**config.mk**
```make
export PLATFORM = sky130hd
export DESIGN_NAME = pc_split_counter
export DESIGN_NICKNAME = d
export VERILOG_FILES = /design/src/rtl/pc_split_pkg.sv /design/src/rtl/pc_lo_byte.sv /design/src/rtl/pc_hi_byte.sv /design/src/rtl/pc_alu_tap.sv /design/src/rtl/pc_split_counter.sv
export SDC_FILE = /design/constraint.sdc
export NUM_CORES = 1
export LEC_CHECK = 0
export ABC_CLOCK_PERIOD_IN_PS = 2100
export BUFFER_PORTS_ARGS = -buffer_cell sky130_fd_sc_hd__buf_2
export CAP_MARGIN = 5
export CORE_UTILIZATION = 30
export CTS_CLUSTER_DIAMETER = 120
export DETAILED_ROUTE_END_ITERATION = 12
export HOLD_SLACK_MARGIN = 0.05
export PLACE_DENSITY = 0.59
export SYNTH_ARGS = -nofsm -noshare
export SYNTH_HDL_FRONTEND = slang
export SYNTH_SLANG_ARGS = --single-unit
export TNS_END_PERCENT = 20
```
**constraint.sdc**
```tcl
create_clock -name clk -period 2.1 [get_ports clk]
set_input_delay 0.63 -clock clk [delete_from_list [all_inputs] [get_ports clk]]
set_output_delay 0.63 -clock clk [all_outputs]
set_load 0.02 [all_outputs]
```
**src/rtl/pc_split_pkg.sv**
```systemverilog
package pc_split_pkg;

  // Selection of the next low-byte value, in ascending priority.
  typedef enum logic [1:0] {
    LO_KEEP   = 2'd0,
    LO_STEP   = 2'd1,
    LO_BRANCH = 2'd2,
    LO_LOAD   = 2'd3
  } lo_sel_e;

  // Selection of the next high-byte value, in ascending priority.
  typedef enum logic [1:0] {
    HI_KEEP  = 2'd0,
    HI_CARRY = 2'd1,
    HI_FIX   = 2'd2,
    HI_LOAD  = 2'd3
  } hi_sel_e;

endpackage

```
**src/rtl/pc_lo_byte.sv**
```systemverilog
module pc_lo_byte #(
  parameter int W = 8
) (
  input  logic         clk,
  input  logic         rst_n,
  input  logic [W-1:0] rst_val,
  input  logic         ld,
  input  logic [W-1:0] ld_val,
  input  logic         br,
  input  logic [W-1:0] br_val,
  input  logic         inc,
  output logic [W-1:0] q,
  output logic         carry
);
  import pc_split_pkg::*;

  // Incrementer with the carry brought out as the top bit.
  function automatic logic [W:0] widen_inc(input logic [W-1:0] v);
    widen_inc = {1'b0, v} + {{W{1'b0}}, 1'b1};
  endfunction

  lo_sel_e      sel;
  logic [W:0]   inc_res;

  always_comb begin
    if (ld)       sel = LO_LOAD;
    else if (br)  sel = LO_BRANCH;
    else if (inc) sel = LO_STEP;
    else          sel = LO_KEEP;
  end

  assign inc_res = widen_inc(q);
  assign carry   = (sel == LO_STEP) && inc_res[W];

  always_ff @(posedge clk) begin
    if (!rst_n) begin
      q <= rst_val;
    end else begin
      unique case (sel)
        LO_LOAD:   q <= ld_val;
        LO_BRANCH: q <= br_val;
        LO_STEP:   q <= inc_res[W-1:0];
        default:   q <= q;
      endcase
    end
  end
endmodule

```
**src/rtl/pc_hi_byte.sv**
```systemverilog
module pc_hi_byte #(
  parameter int W = 8
) (
  input  logic         clk,
  input  logic         rst_n,
  input  logic [W-1:0] rst_val,
  input  logic         ld,
  input  logic [W-1:0] ld_val,
  input  logic         fix,
  input  logic         fix_up_dir,
  input  logic         carry_in,
  output logic [W-1:0] q
);
  import pc_split_pkg::*;

  localparam logic [W-1:0] ONE = {{(W-1){1'b0}}, 1'b1};

  // One step up or down, wrapping modulo 2**W.
  function automatic logic [W-1:0] step_byte(input logic [W-1:0] v, input logic up);
    step_byte = up ? (v + ONE) : (v - ONE);
  endfunction

  hi_sel_e sel;

  always_comb begin
    if (ld)            sel = HI_LOAD;
    else if (fix)      sel = HI_FIX;
    else if (carry_in) sel = HI_CARRY;
    else               sel = HI_KEEP;
  end

  always_ff @(posedge clk) begin
    if (!rst_n) begin
      q <= rst_val;
    end else begin
      unique case (sel)
        HI_LOAD:  q <= ld_val;
        HI_FIX:   q <= step_byte(q, fix_up_dir);
        HI_CARRY: q <= step_byte(q, 1'b1);
        default:  q <= q;
      endcase
    end
  end
endmodule

```
**src/rtl/pc_alu_tap.sv**
```systemverilog
module pc_alu_tap #(
  parameter int W = 8
) (
  input  logic         route,
  input  logic [W-1:0] lo_byte,
  output logic [W-1:0] operand
);
  assign operand = route ? lo_byte : '0;
endmodule

```
**src/rtl/pc_split_counter.sv**
```systemverilog
module pc_split_counter #(
  parameter int W = 8
) (
  input  logic           clk,
  input  logic           rst_n,
  input  logic [W-1:0]   rst_vec_lo,
  input  logic [W-1:0]   rst_vec_hi,
  input  logic           inc_en,
  input  logic           ld_lo,
  input  logic           ld_hi,
  input  logic [W-1:0]   bus_in,
  input  logic           br_wr,
  input  logic [W-1:0]   br_val,
  input  logic           fix_up,
  input  logic           fix_dir,
  input  logic           alu_route,
  output logic [W-1:0]   pc_lo,
  output logic [W-1:0]   pc_hi,
  output logic [2*W-1:0] pc_full,
  output logic           lo_carry,
  output logic [W-1:0]   alu_a
);
  // Named carry wire between the two byte halves.
  logic lo_wrap_carry;

  pc_lo_byte #(.W(W)) u_lo (
    .clk     (clk),
    .rst_n   (rst_n),
    .rst_val (rst_vec_lo),
    .ld      (ld_lo),
    .ld_val  (bus_in),
    .br      (br_wr),
    .br_val  (br_val),
    .inc     (inc_en),
    .q       (pc_lo),
    .carry   (lo_wrap_carry)
  );

  pc_hi_byte #(.W(W)) u_hi (
    .clk        (clk),
    .rst_n      (rst_n),
    .rst_val    (rst_vec_hi),
    .ld         (ld_hi),
    .ld_val     (bus_in),
    .fix        (fix_up),
    .fix_up_dir (fix_dir),
    .carry_in   (lo_wrap_carry),
    .q          (pc_hi)
  );

  pc_alu_tap #(.W(W)) u_tap (
    .route   (alu_route),
    .lo_byte (pc_lo),
    .operand (alu_a)
  );

  assign lo_carry = lo_wrap_carry;
  assign pc_full  = {pc_hi, pc_lo};
endmodule

```
Word level (Yosys, flattened, before mapping)
Index checks and enable logic that the tools add are counted.
{ "word_totals": {"ff_bits": 16, "inputBits": 41, "out_inout_bits": 41, "word_cells": 26} }
{ "classes": {"add_sub_neg": 3, "eq_ne": 8, "n_mux": 12, "reduce_logical": 1} }
{ "op_table": {"columns": ["cell", "count"], "rows": [
  ["one-hot mux 8 bit (3 select lines)", 2],
  ["2-to-1 mux 8 bit", 4],
  ["adder 8 x 1 -> 9 bit (second input constant)", 1],
  ["adder 8 x 1 -> 8 bit (second input constant)", 1],
  ["equality test 2 bit (second input constant)", 4],
  ["2-to-1 mux 2 bit", 4],
  ["inequality test 4 x 1 -> 1 bit (second input constant)", 2],
  ["subtractor 8 x 1 -> 8 bit (second input constant)", 1],
  ["equality test 2 x 1 -> 1 bit (second input constant)", 2],
  ["2-to-1 mux 1 bit", 2],
  ["logical AND 1 bit", 1]
]} }

Depth between registers and ports, before layout
Gate-level depths: netlist (run 1).
{ "logic_depth": {"depth_word": 11, "ltp_mapped": 10, "ltp_nobuf": 9} }

Modules after synthesis
A second synthesis (run 1) with hierarchy kept.
{ "hier_totals": {"hier_cells": 198, "area_unflattened_um2": 1671.6} }
{ "modules_own_cells": {"columns": ["module", "n_inst", "cells_each", "area_each_um2", "seq_area_each_um2"], "rows": [
  ["pc_hi_byte", 1, 100, 830.8, 240.2],
  ["pc_lo_byte", 1, 74, 670.6, 240.2],
  ["pc_split_counter", 1, 16, 120.1, 0.0],
  ["pc_alu_tap", 1, 8, 50.0, 0.0]
]} }

Worst setup path before layout (run 1)
Ideal clock, no wire load.
{ "synth_timing": {"kind": "input -> register", "from": "input ld_lo", "to": "register u_hi.q[2], data pin", "setup_time_ns": 0.261, "arrival_ns": 1.973, "required_time_ns": 1.839, "setup_slack_ns": -0.134, "cell_stages": 8, "n_path_buf": 1, "cell_sequence": "nor2_1 -> ha_1 -> buf_6 -> nand2_1 -> nor3_4 -> o21bai_4 -> a221oi_1 -> nor2_1"} }
{ "synth_via": {"elab_chain_cells": 9, "word_cells_on_any_way": 11, "classes_between": "eq/ne: 4; mux: 6; reduce/logical: 1"} }
{ "synth_lines": {"columns": ["element", "line", "text"], "rows": [
  ["start, declared", "pc_split_counter.sv:9", "input logic ld_lo,"],
  ["2-to-1 mux 2 bit *", "pc_lo_byte.sv:26", "if (ld) sel = LO_LOAD;"],
  ["equality test 2 x 1 -> 1 bit *", "pc_lo_byte.sv:33", "assign carry = (sel == LO_STEP) && inc_res[W];"],
  ["logical AND 1 bit *", "pc_lo_byte.sv:33", null],
  ["named net lo_carry", "pc_split_counter.sv:20", "output logic lo_carry,"],
  ["2-to-1 mux 1 bit *", "pc_hi_byte.sv:28", "else if (carry_in) sel = HI_CARRY;"],
  ["2-to-1 mux 2 bit *", "pc_hi_byte.sv:27", "else if (fix) sel = HI_FIX;"],
  ["2-to-1 mux 2 bit *", "pc_hi_byte.sv:26", "if (ld) sel = HI_LOAD;"],
  ["equality test 2 x 1 -> 1 bit or equality test 2 bit (tied branches)", "pc_hi_byte.sv:36", "unique case (sel)"],
  ["one-hot mux 8 bit (3 select lines) *", "pc_hi_byte.sv:36", null],
  ["2-to-1 mux 8 bit *", "pc_hi_byte.sv:33", "if (!rst_n) begin"],
  ["end signal, assigned", "pc_hi_byte.sv:34", "q <= rst_val;"],
  ["end signal, assigned", "pc_hi_byte.sv:37", "HI_LOAD: q <= ld_val;"],
  ["end signal, assigned", "pc_hi_byte.sv:38", "HI_FIX: q <= step_byte(q, fix_up_dir);"],
  ["end, declared", "pc_hi_byte.sv:12", "output logic [W-1:0] q"]
]} }
The timed path passes the listed nets; every way through them passes the cells marked *.
A chain may end at the register's enable or synchronous reset.

Worst setup path in the final report (run 1)
{ "layout_timing": {"from": "input br_wr", "to": "output lo_carry"} }
{ "layout_via": {"elab_chain_cells": 4} }
{ "layout_lines": {"columns": ["element", "line", "text"], "rows": [
  ["start, declared", "pc_split_counter.sv:12", "input logic br_wr,"],
  ["2-to-1 mux 2 bit", "pc_lo_byte.sv:27", "else if (br) sel = LO_BRANCH;"],
  ["2-to-1 mux 2 bit", "pc_lo_byte.sv:26", null],
  ["equality test 2 x 1 -> 1 bit", "pc_lo_byte.sv:33", null],
  ["logical AND 1 bit", "pc_lo_byte.sv:33", null],
  ["end, declared", "pc_split_counter.sv:20", null]
]} }
Every way passes these cells.

==> run metrics, run 1 <==
status=finished clean; Synth Area in Compound Gates=0.163; Area Growth Syn to Fin=38.0%; first-pass GRT wire length=6870 um; Final ANT Viol Nets=0; Switching Share=0.384; FP Rows=26; Via Count=1,613; Worst Path Max Fanout=3; post-synth design cell area=1630 um^2; synth warn=0; share of post-route cells with drive strength above 1=0.445; CTS buffer count=3; syn nets=238; slew at the pin closest to its max-slew limit=365 ps; adder-cell area share of the yosys netlist=0.0384; IO Port Bufs=81; Avg Inst Size Synth=8.48 um^2; GP Congestion=0.840; clk_lat worst skew=250 ps; main combinational cell family by area after synthesis=simple AND/OR/NAND/NOR gates; Post-Synth XOR/XNOR Area=0.0968; Pint=764 uW; Worst Setup SP=br_wr; Clk pwr share=0.197; DP Area=2120 um^2; clock root cell=clkbuf_8; CTS tree=done; GRT overflow=0; Starting Density=0.315; drt initial violations=60; sw power=477 uW; # Max-Cap Violations=0; GRT Resource Usage Total=0.164; Reg2Reg Setup Slack=150 ps; Net count, final=321; crit path capture type=primary output; final hold viol count=0; Final Cycle Share=0.979; Top FF cell, synth=edfxtp_1; initial antenna violation count=0; CORE AREA=5170 um^2; Seq cells post-synth=16; Worst slew margin=0.753; number of global-route vias before repair=1,423; Fmax achieved=486 MHz; clk slew on worst S/H paths=70 ps; Worst path slowest cell=nor3_4; dpl hpwl=3610 um; Yosys cell types=40; critical path's largest stage delay=180 ps; Logic pwr share=0.446; die footprint=5730 um^2; Die Height=75.7 um; FF-to-FF path depth=8; num ports=82; Startpoint Class=input port; crit-path cells=buf_12, clkinv_8, a21oi_4, inv_2, ha_4, nand2_4, nor3_4, buf_6; data arrival time of the critical path=1430 ps; Seq pwr share=0.357; Via density=4.69; # hold bufs at CTS=0; cell leakage power=0.00105 uW; Hold WS=660 ps; Max Buffers Root-to-Sink=2; Synth async-reset ratio=0; Sink Count=16; Seq/Total Area, Yosys=0.295; Die Span X=75.7 um; drt wl/cell=13.6 um; required time at the worst-slack endpoint=1470 ps; maximum vdd drop=0.249 mV; antenna cells=0; Synth Area in Simple Gates=0.233; Critical Path Sink=lo_carry; unrepaired setup endpoints after global routing=no; PwrDens=552 nW/um^2; reg2reg start=u_lo.q[0]; portion of netlist area occupied by mux cells=0.0330; CTS HTree Levels=1; Crit Path Category=input port to primary output; Syn Inst Count=192; min-delay worst type=input port to register; Post-synth EDFFs=16; Max Clock Skew=4.33 ps; largest net degree at the start of global routing=19; total wire length=4690 um; Design Area, Final=2250 um^2; RR Endpoint=u_hi.q[7]; Detailed Routing Iterations Pass 1=4; # setup viols final=0; DRC=0; time the worst path needs with I/O delays and setup=2060 ps; Slew Viols, Final=0
synthesized netlist by cell type, types with 2 or more instances:
cell       n  area share
inv_1     13       0.030
xnor2_1   12       0.065
a221oi_1   8       0.043
nand4_1    2      0.0077
xor2_1     6       0.032
nand3b_1   2      0.0092
nor2_1    21       0.048
nand3_1    6       0.018
o21ai_0   10       0.031
a21oi_1    6       0.018
edfxtp_1  16        0.29
mux2i_1    2       0.012
clkbuf_1   4      0.0092
a22oi_1    4       0.018
mux2_2     3       0.021
nand2_1   20       0.046
a41oi_1    3       0.016
buf_4     17       0.078
ha_1       5       0.038
o22ai_1    5       0.019
and2_1     8       0.031
layout make-up:
cell class | instances | area, um^2
fill | 538 | 2920
tap | 70 | 87.6
inverter | 13 | 61.3
multi-input combinational | 139 | 971
clock buffer | 3 | 41.3
timing repair buffer | 102 | 603
clock inverter | 1 | 3.75
sequential | 16 | 480
registers in the layout (all words and copies together), names as in the netlist:
register / count
u_hi.q: 8
u_lo.q: 8
power groups by stage:
stage	Clock [uW]	Combinational (uW)	Sequential, uW
floorplan	0	320	505
global placement	0	524	452
detailed placement	0	528	454
CTS	252	534	447
global route	260	607	449
finish	244	554	443
kinds of logic (layout without fill, tap and decap cells):
logic type               count (synthesis)  count (layout)
XOR/XNOR                                18              18
AO/OA/AOI/OAI                           38              38
AND/OR/NAND/NOR                         73              73
buffers and inverters                   37             119
adder cells (fa/ha/maj)                  5               5
flip-flops                              16              16
multiplexers                             5               5
how the worst min path moves through the flow:
stage / startpoint / end / slack [ps] / depth (start not counted)
after floorplan: rst_vec_hi[3] / u_hi.q[3] / 830 / 2
after global placement: u_hi.q[0] / u_hi.q[0] / 770 / 3
after detailed placement: u_hi.q[0] / u_hi.q[0] / 770 / 3
after CTS: rst_vec_hi[3] / u_hi.q[3] / 660 / 3
after global routing: rst_vec_lo[1] / u_lo.q[1] / 680 / 2
final: rst_vec_hi[3] / u_hi.q[3] / 660 / 3
through the flow:
stage	TNS [ps]	std cells	setup slack, ps	utilization	total power, uW
after global placement	-1840	335	-221	0.409	976
after detailed placement	-2670	335	-248	0.409	982
after global routing	0	344	5.49	0.435	1320
final	0	344	43.9	0.435	1240
after floorplan	-428	192	-80.4	-	825
after CTS	0	340	15.3	0.424	1230
layout by cell type, fill, tap and decap left out, types with 2 or more instances in the layout:
cell and count:
a221oi_1 6, xor2_1 6, a221oi_2 2, nand3_1 6, o21ai_0 10, and2_1 8
a22oi_1 4, nand3b_1 2, edfxtp_1 16, o22ai_1 5, xnor2_1 12, nand4_1 2
clkbuf_8 3, mux2i_1 2, nand2_1 19, buf_12 2, a21oi_1 5, a41oi_1 3
buf_6 2, nor2_1 20, inv_1 11, buf_4 20, ha_1 4, buf_2 78
mux2_2 3
critical path: cells and delay by family:
kind,cells,cell delay [ps]
buf+inv,4,360
simple gates,2,240
fa+ha+maj,1,150
compound gates,1,40
timing repair:
action	CTS	global route
endpoints found under the setup margin	1	2
buffers inserted	1	4
pin swaps	2	1
gates resized for setup	6	6
layer usage:
metal | wire length (um) | global-route usage | vias to the layer above
met3 | 248 | 0.0198 | 6
met4 | 72 | 0.0638 | 0
met1 | 2310 | 0.242 | 724
met2 | 2060 | 0.241 | 59
li1 | - | - | 824
met5 | 0 | 0 | -
Note: power is estimated with default switching activity, not from simulation.
==> inputs of run 2 (changes only) <==
- RECOVER_POWER: default -> 25
==> run 2 against run 1 <==
Via count is 0.68% higher; largest power group unchanged; highest routed layer unchanged; critical path depth stayed put; cell area is 1.3% lower; clock power hardly changed.
==> run metrics, run 2 (synthesis results as in run 1) <==
clk_lat worst skew=250 ps; Startpoint Class=input port; most common cell after layout, fill and taps aside=buf_2; share of post-route cells with drive strength above 1=0.380; crit-path cells=buf_12, clkinv_8, a21oi_4, inv_2, ha_4, nand2_4, nor3_4, buf_6; Max Buffers Root-to-Sink=2; Die Span X=75.7 um; Detailed Routing Iterations Pass 1=4; IO Port Bufs=81; required time at the worst-slack endpoint=1470 ps; slew at the pin closest to its max-slew limit=362 ps; dpl hpwl=3610 um; first-pass GRT wire length=6870 um; DRC=0; Final Core Density=0.429; Crit path max-delay family=buffers and inverters; time the worst path needs with I/O delays and setup=2060 ps; maximum vdd drop=0.249 mV; Reg2Reg Setup Slack=150 ps; crit path capture type=primary output; Starting Density=0.315; Worst Path Max Fanout=3; clock root cell=clkbuf_8; CTS HTree Levels=1; data arrival time of the critical path=1430 ps; antenna cells=0; clk slew on worst S/H paths=70 ps; total negative slack=0 ps; total wire length=4690 um; CORE AREA=5170 um^2; Final ANT Viol Nets=0; GP Congestion=0.840; Max Clock Skew=3.59 ps; unrepaired setup endpoints after global routing=no; drt wl/cell=13.6 um; Net count, final=321; Buf/Inv on CP=4; Largest regs=u_hi.q (8), u_lo.q (8); Crit Path Category=input port to primary output; status=finished clean; drt initial violations=71; CTS tree=done; GRT Resource Usage Total=0.164; die footprint=5730 um^2; final hold viol count=0; Worst path slowest cell=nor3_4; num ports=82; min-delay worst type=input port to register; # setup viols final=0; most frequent cells in the layout=buf_2, nor2_1, nand2_1, clkbuf_1, buf_4; Via density=4.72; # hold bufs at CTS=0; initial antenna violation count=0; number of global-route vias before repair=1,423; PwrDens=553 nW/um^2; Worst slew margin=0.757; pre-CTS setup slack=-248 ps; Via Count=1,624; cell leakage power=0.00100 uW; Final Cycle Share=0.979; Die Height=75.7 um; Fmax achieved=486 MHz; critical path's largest stage delay=180 ps; GRT overflow=0; # Max-Cap Violations=0; Sink Count=16; # fillers=550; Slew Viols, Final=0; CTS buffer count=3; Area Growth Syn to Fin=36.2%; Worst Setup Slack, final=44.2 ps; FP Rows=26; largest net degree at the start of global routing=19
[run 2: power breakdown]
| part | internal (uW) | switching (uW) | leakage [uW] | total, uW |
|---|---|---|---|---|
| clock network | 130 | 113 | 0.0000231 | 243 |
| logic | 222 | 318 | 0.000809 | 539 |
| registers | 398 | 45.6 | 0.000167 | 444 |
[run 2: per-layer routing]
| metal | track usage | vias to the layer above | part of all wire |
|---|---|---|---|
| met1 | 0.242 | 733 | 0.49 |
| met2 | 0.241 | 61 | 0.44 |
| met4 | 0.0638 | 0 | 0.015 |
| met5 | 0 | - | 0 |
| li1 | - | 824 | - |
| met3 | 0.0198 | 6 | 0.051 |
[run 2: worst min-delay path: cells and delay by family]
kind                   cells  cell delay, ps
and+or+nand+nor            2             100
buffers and inverters      1              80
[run 2: worst paths after layout]
check                              startpoint   endpoint  cells past startpoint
worst min-delay path            rst_vec_hi[3]  u_hi.q[3]                      3
worst min register to register      u_hi.q[0]  u_hi.q[0]                      3
worst max register to register      u_lo.q[0]  u_hi.q[7]                      8
worst max-delay path                    br_wr   lo_carry                      8
[run 2: cell type report]
type | instances | area (um^2) | area share
clock inverters | 1 | 3.75 | 0.00169
well taps | 70 | 87.6 | 0.0395
clock buffers | 3 | 41.3 | 0.0186
multi-input cells | 139 | 971 | 0.438
flip-flops and latches | 16 | 480 | 0.217
inverters | 13 | 61.3 | 0.0276
repair buffers | 102 | 573 | 0.258
[run 2: per-stage QoR]
step / area, um^2 / power [uW] / hold slack [ps] / std cells
2_1_floorplan: 1670 / 825 / 826 / 192
3_3_place_gp: 2120 / 976 / 767 / 335
3_5_place_dp: 2120 / 982 / 773 / 335
4_1_cts: 2190 / 1230 / 662 / 340
5_1_grt: 2220 / 1300 / 685 / 344
6_report: 2220 / 1230 / 662 / 344
[run 2: timing repair]
action / 4_1_cts / 5_1_grt
resized for setup: 6 / 6
setup endpoints to repair: 1 / 2
pin swaps: 2 / 1
gates cloned: 0 / 0
buffers inserted: 1 / 4
==> inputs of run 3 (changes only) <==
- ABC_AREA: default -> 1
- PLACE_DENSITY: 0.59 -> 0.58
==> run 3 against run 2 <==
Final cell count rose by 21%; register-to-register slack improved by 240 ps; cell area increased by 0.68%; first-iteration DRC count rose by 99%; wire length is 7.5% higher; setup slack lost 10 ps; via count grew 18%; largest cell class unchanged.
==> run metrics, run 3 <==
Final ANT Viol Nets=0; final std cells w/o fill=415; Final Cycle Share=0.984; Logic pwr share=0.420; Clk pwr share=0.199; DRC=0; Crit Path Category=input port to primary output; CTS buffer count=3; Hold WS=640 ps; number of global-route vias before repair=1,762; Fmax achieved=484 MHz; clock root cell=clkbuf_8; # hold bufs at CTS=0; Yosys top cell area share=0.277; required time at the worst-slack endpoint=1470 ps; IO Port Bufs=81; crit-path cells=buf_2, nor2_2, ha_2, nand2_1, nor2_2, buf_4; most common cell after layout, fill and taps aside=buf_2; clk_lat worst skew=250 ps; Top FF cell, synth=edfxtp_1; sw power=493 uW; final hold viol count=0; Max Buffers Root-to-Sink=2; Net count, final=390; Yosys cell types=28; synth warn=0; Detailed Routing Iterations Pass 1=4; CTS HTree Levels=1; top cells by area, synth=edfxtp_1, nand2_1, nand3_1; Switching Share=0.410; Startpoint Class=input port; drt wl/cell=12.2 um; drt initial violations=141; RR Endpoint=u_hi.q[6]; slew at the pin closest to its max-slew limit=463 ps; GRT Resource Usage Total=0.170; Critical Path Sink=lo_carry; Via density=4.63; Largest regs=u_hi.q (8), u_lo.q (8); Die Span X=78 um; Post-synth EDFFs=16; Worst path slowest cell=ha_2; dpl hpwl=4090 um; Crit path top cell by count=nor2_2; Avg Inst Size Synth=6.49 um^2; clk slew on worst S/H paths=60 ps; Slew Viols, Final=0; GRT overflow=0; Pint=710 uW; min-delay worst type=input port to register; PwrDens=539 nW/um^2; post-synth design cell area=1730 um^2; Worst Path Max Fanout=3; CTS tree=done; total wire length=5040 um; Worst slew margin=0.691; critical path's largest stage delay=210 ps; syn nets=313; antenna cells=0; data arrival time of the critical path=1440 ps; crit path capture type=primary output; share of post-route cells with drive strength above 1=0.309; DP Cell Count=409; largest net degree at the start of global routing=20; first-pass GRT wire length=8220 um; Sink Count=16; most frequent cells after synthesis=nand2_1, inv_1, nand3_1; reg2reg start=u_hi.q[0]; cell leakage power=0.00117 uW; Area Growth Syn to Fin=28.9%; # Max-Cap Violations=0; Synth async-reset ratio=0; most frequent cells in the layout=buf_2, nand2_1, inv_1, nand3_1, nor2_1; status=finished clean; Max Clock Skew=3.69 ps; initial antenna violation count=0; FP Rows=27; die footprint=6080 um^2; largest area contributor in the netlist=edfxtp_1; CORE AREA=5540 um^2; Buf/Inv on CP=2; maximum vdd drop=0.239 mV; Syn Inst Count=267; Seq pwr share=0.381; unrepaired setup endpoints after global routing=yes; Seq cells post-synth=16; num ports=82; Via Count=1,920; FF-to-FF path depth=9; Die Height=78 um; Starting Density=0.313; Reg2Reg Setup Slack=390 ps; Worst Setup Slack, final=33.7 ps; Seq/Total Area, Yosys=0.277; # setup viols final=0; critical path depth=6; most numerous cell in the Yosys netlist=nand2_1; Worst Setup SP=ld_lo; GP Congestion=0.913; pre-CTS setup slack=-164 ps; Crit path max-delay family=simple AND/OR/NAND/NOR gates; time the worst path needs with I/O delays and setup=2070 ps
## run 3: worst min-delay path by stage
stage / startpoint / to / slack [ps] / cells past startpoint
CTS: rst_vec_hi[1] / u_hi.q[1] / 640 / 3
detailed placement: rst_vec_hi[1] / u_hi.q[1] / 900 / 3
floorplan: rst_vec_hi[1] / u_hi.q[1] / 810 / 2
finish: rst_vec_hi[1] / u_hi.q[1] / 640 / 3
global placement: rst_vec_hi[1] / u_hi.q[1] / 900 / 3
global route: rst_vec_hi[1] / u_hi.q[1] / 640 / 3
## run 3: what timing repair did
action	CTS	global route
resized for setup	4	2
buffers inserted	1	1
pin swaps	1	1
endpoints found under the setup margin	1	4
## run 3: power by group through the flow
stage          Combinational (uW)  Clock [uW]  Sequential, uW
6_report                      505         239             459
3_3_place_gp                  508           0             466
4_1_cts                       515         244             460
2_1_floorplan                 321           0             498
5_1_grt                       559         260             469
3_5_place_dp                  510           0             467
## run 3: logic make-up (layout without fill, tap and decap cells)
group | after synthesis | after routing | synth area share
fa+ha+maj | 5 | 5 | 0.0361
flops | 16 | 16 | 0.277
buf+inv | 62 | 138 | 0.178
compound gates | 39 | 39 | 0.123
xor+xnor | 2 | 2 | 0.0101
simple gates | 143 | 143 | 0.376
## run 3: final cells by class
class | count | area (um^2)
multi-input combinational | 189 | 961
fill | 643 | 3310
sequential | 16 | 480
inverter | 38 | 143
clock inverter | 1 | 3.75
timing repair buffer | 96 | 514
clock buffer | 3 | 41.3
tap | 72 | 90.1
## run 3: worst register-to-register path: cells and delay by family (launching register included)
kind	cells	cell delay [ps]
and+or+nand+nor	6	470
buffers and inverters	2	260
DFF	1	450
adders and majority gates	1	290
## run 3: metal layers
| layer | wire length, um | share of wire | global-route usage | vias to the layer above |
|---|---|---|---|---|
| li1 | - | - | - | 1002 |
| met1 | 2400 | 0.48 | 0.240 | 844 |
| met2 | 2280 | 0.45 | 0.260 | 66 |
| met3 | 275 | 0.055 | 0.0200 | 8 |
| met4 | 85 | 0.017 | 0.0667 | 0 |
| met5 | 0 | 0 | 0 | - |
## run 3: per-stage QoR
stage               power [uW]  TNS (ps)  instance area, um^2   util
floorplan                  819         0                 1740      -
global placement           974      -412                 2180  0.393
detailed placement         977     -1060                 2180  0.393
CTS                       1220         0                 2240  0.404
global route              1290     -60.9                 2230  0.403
finish                    1200         0                 2230  0.403
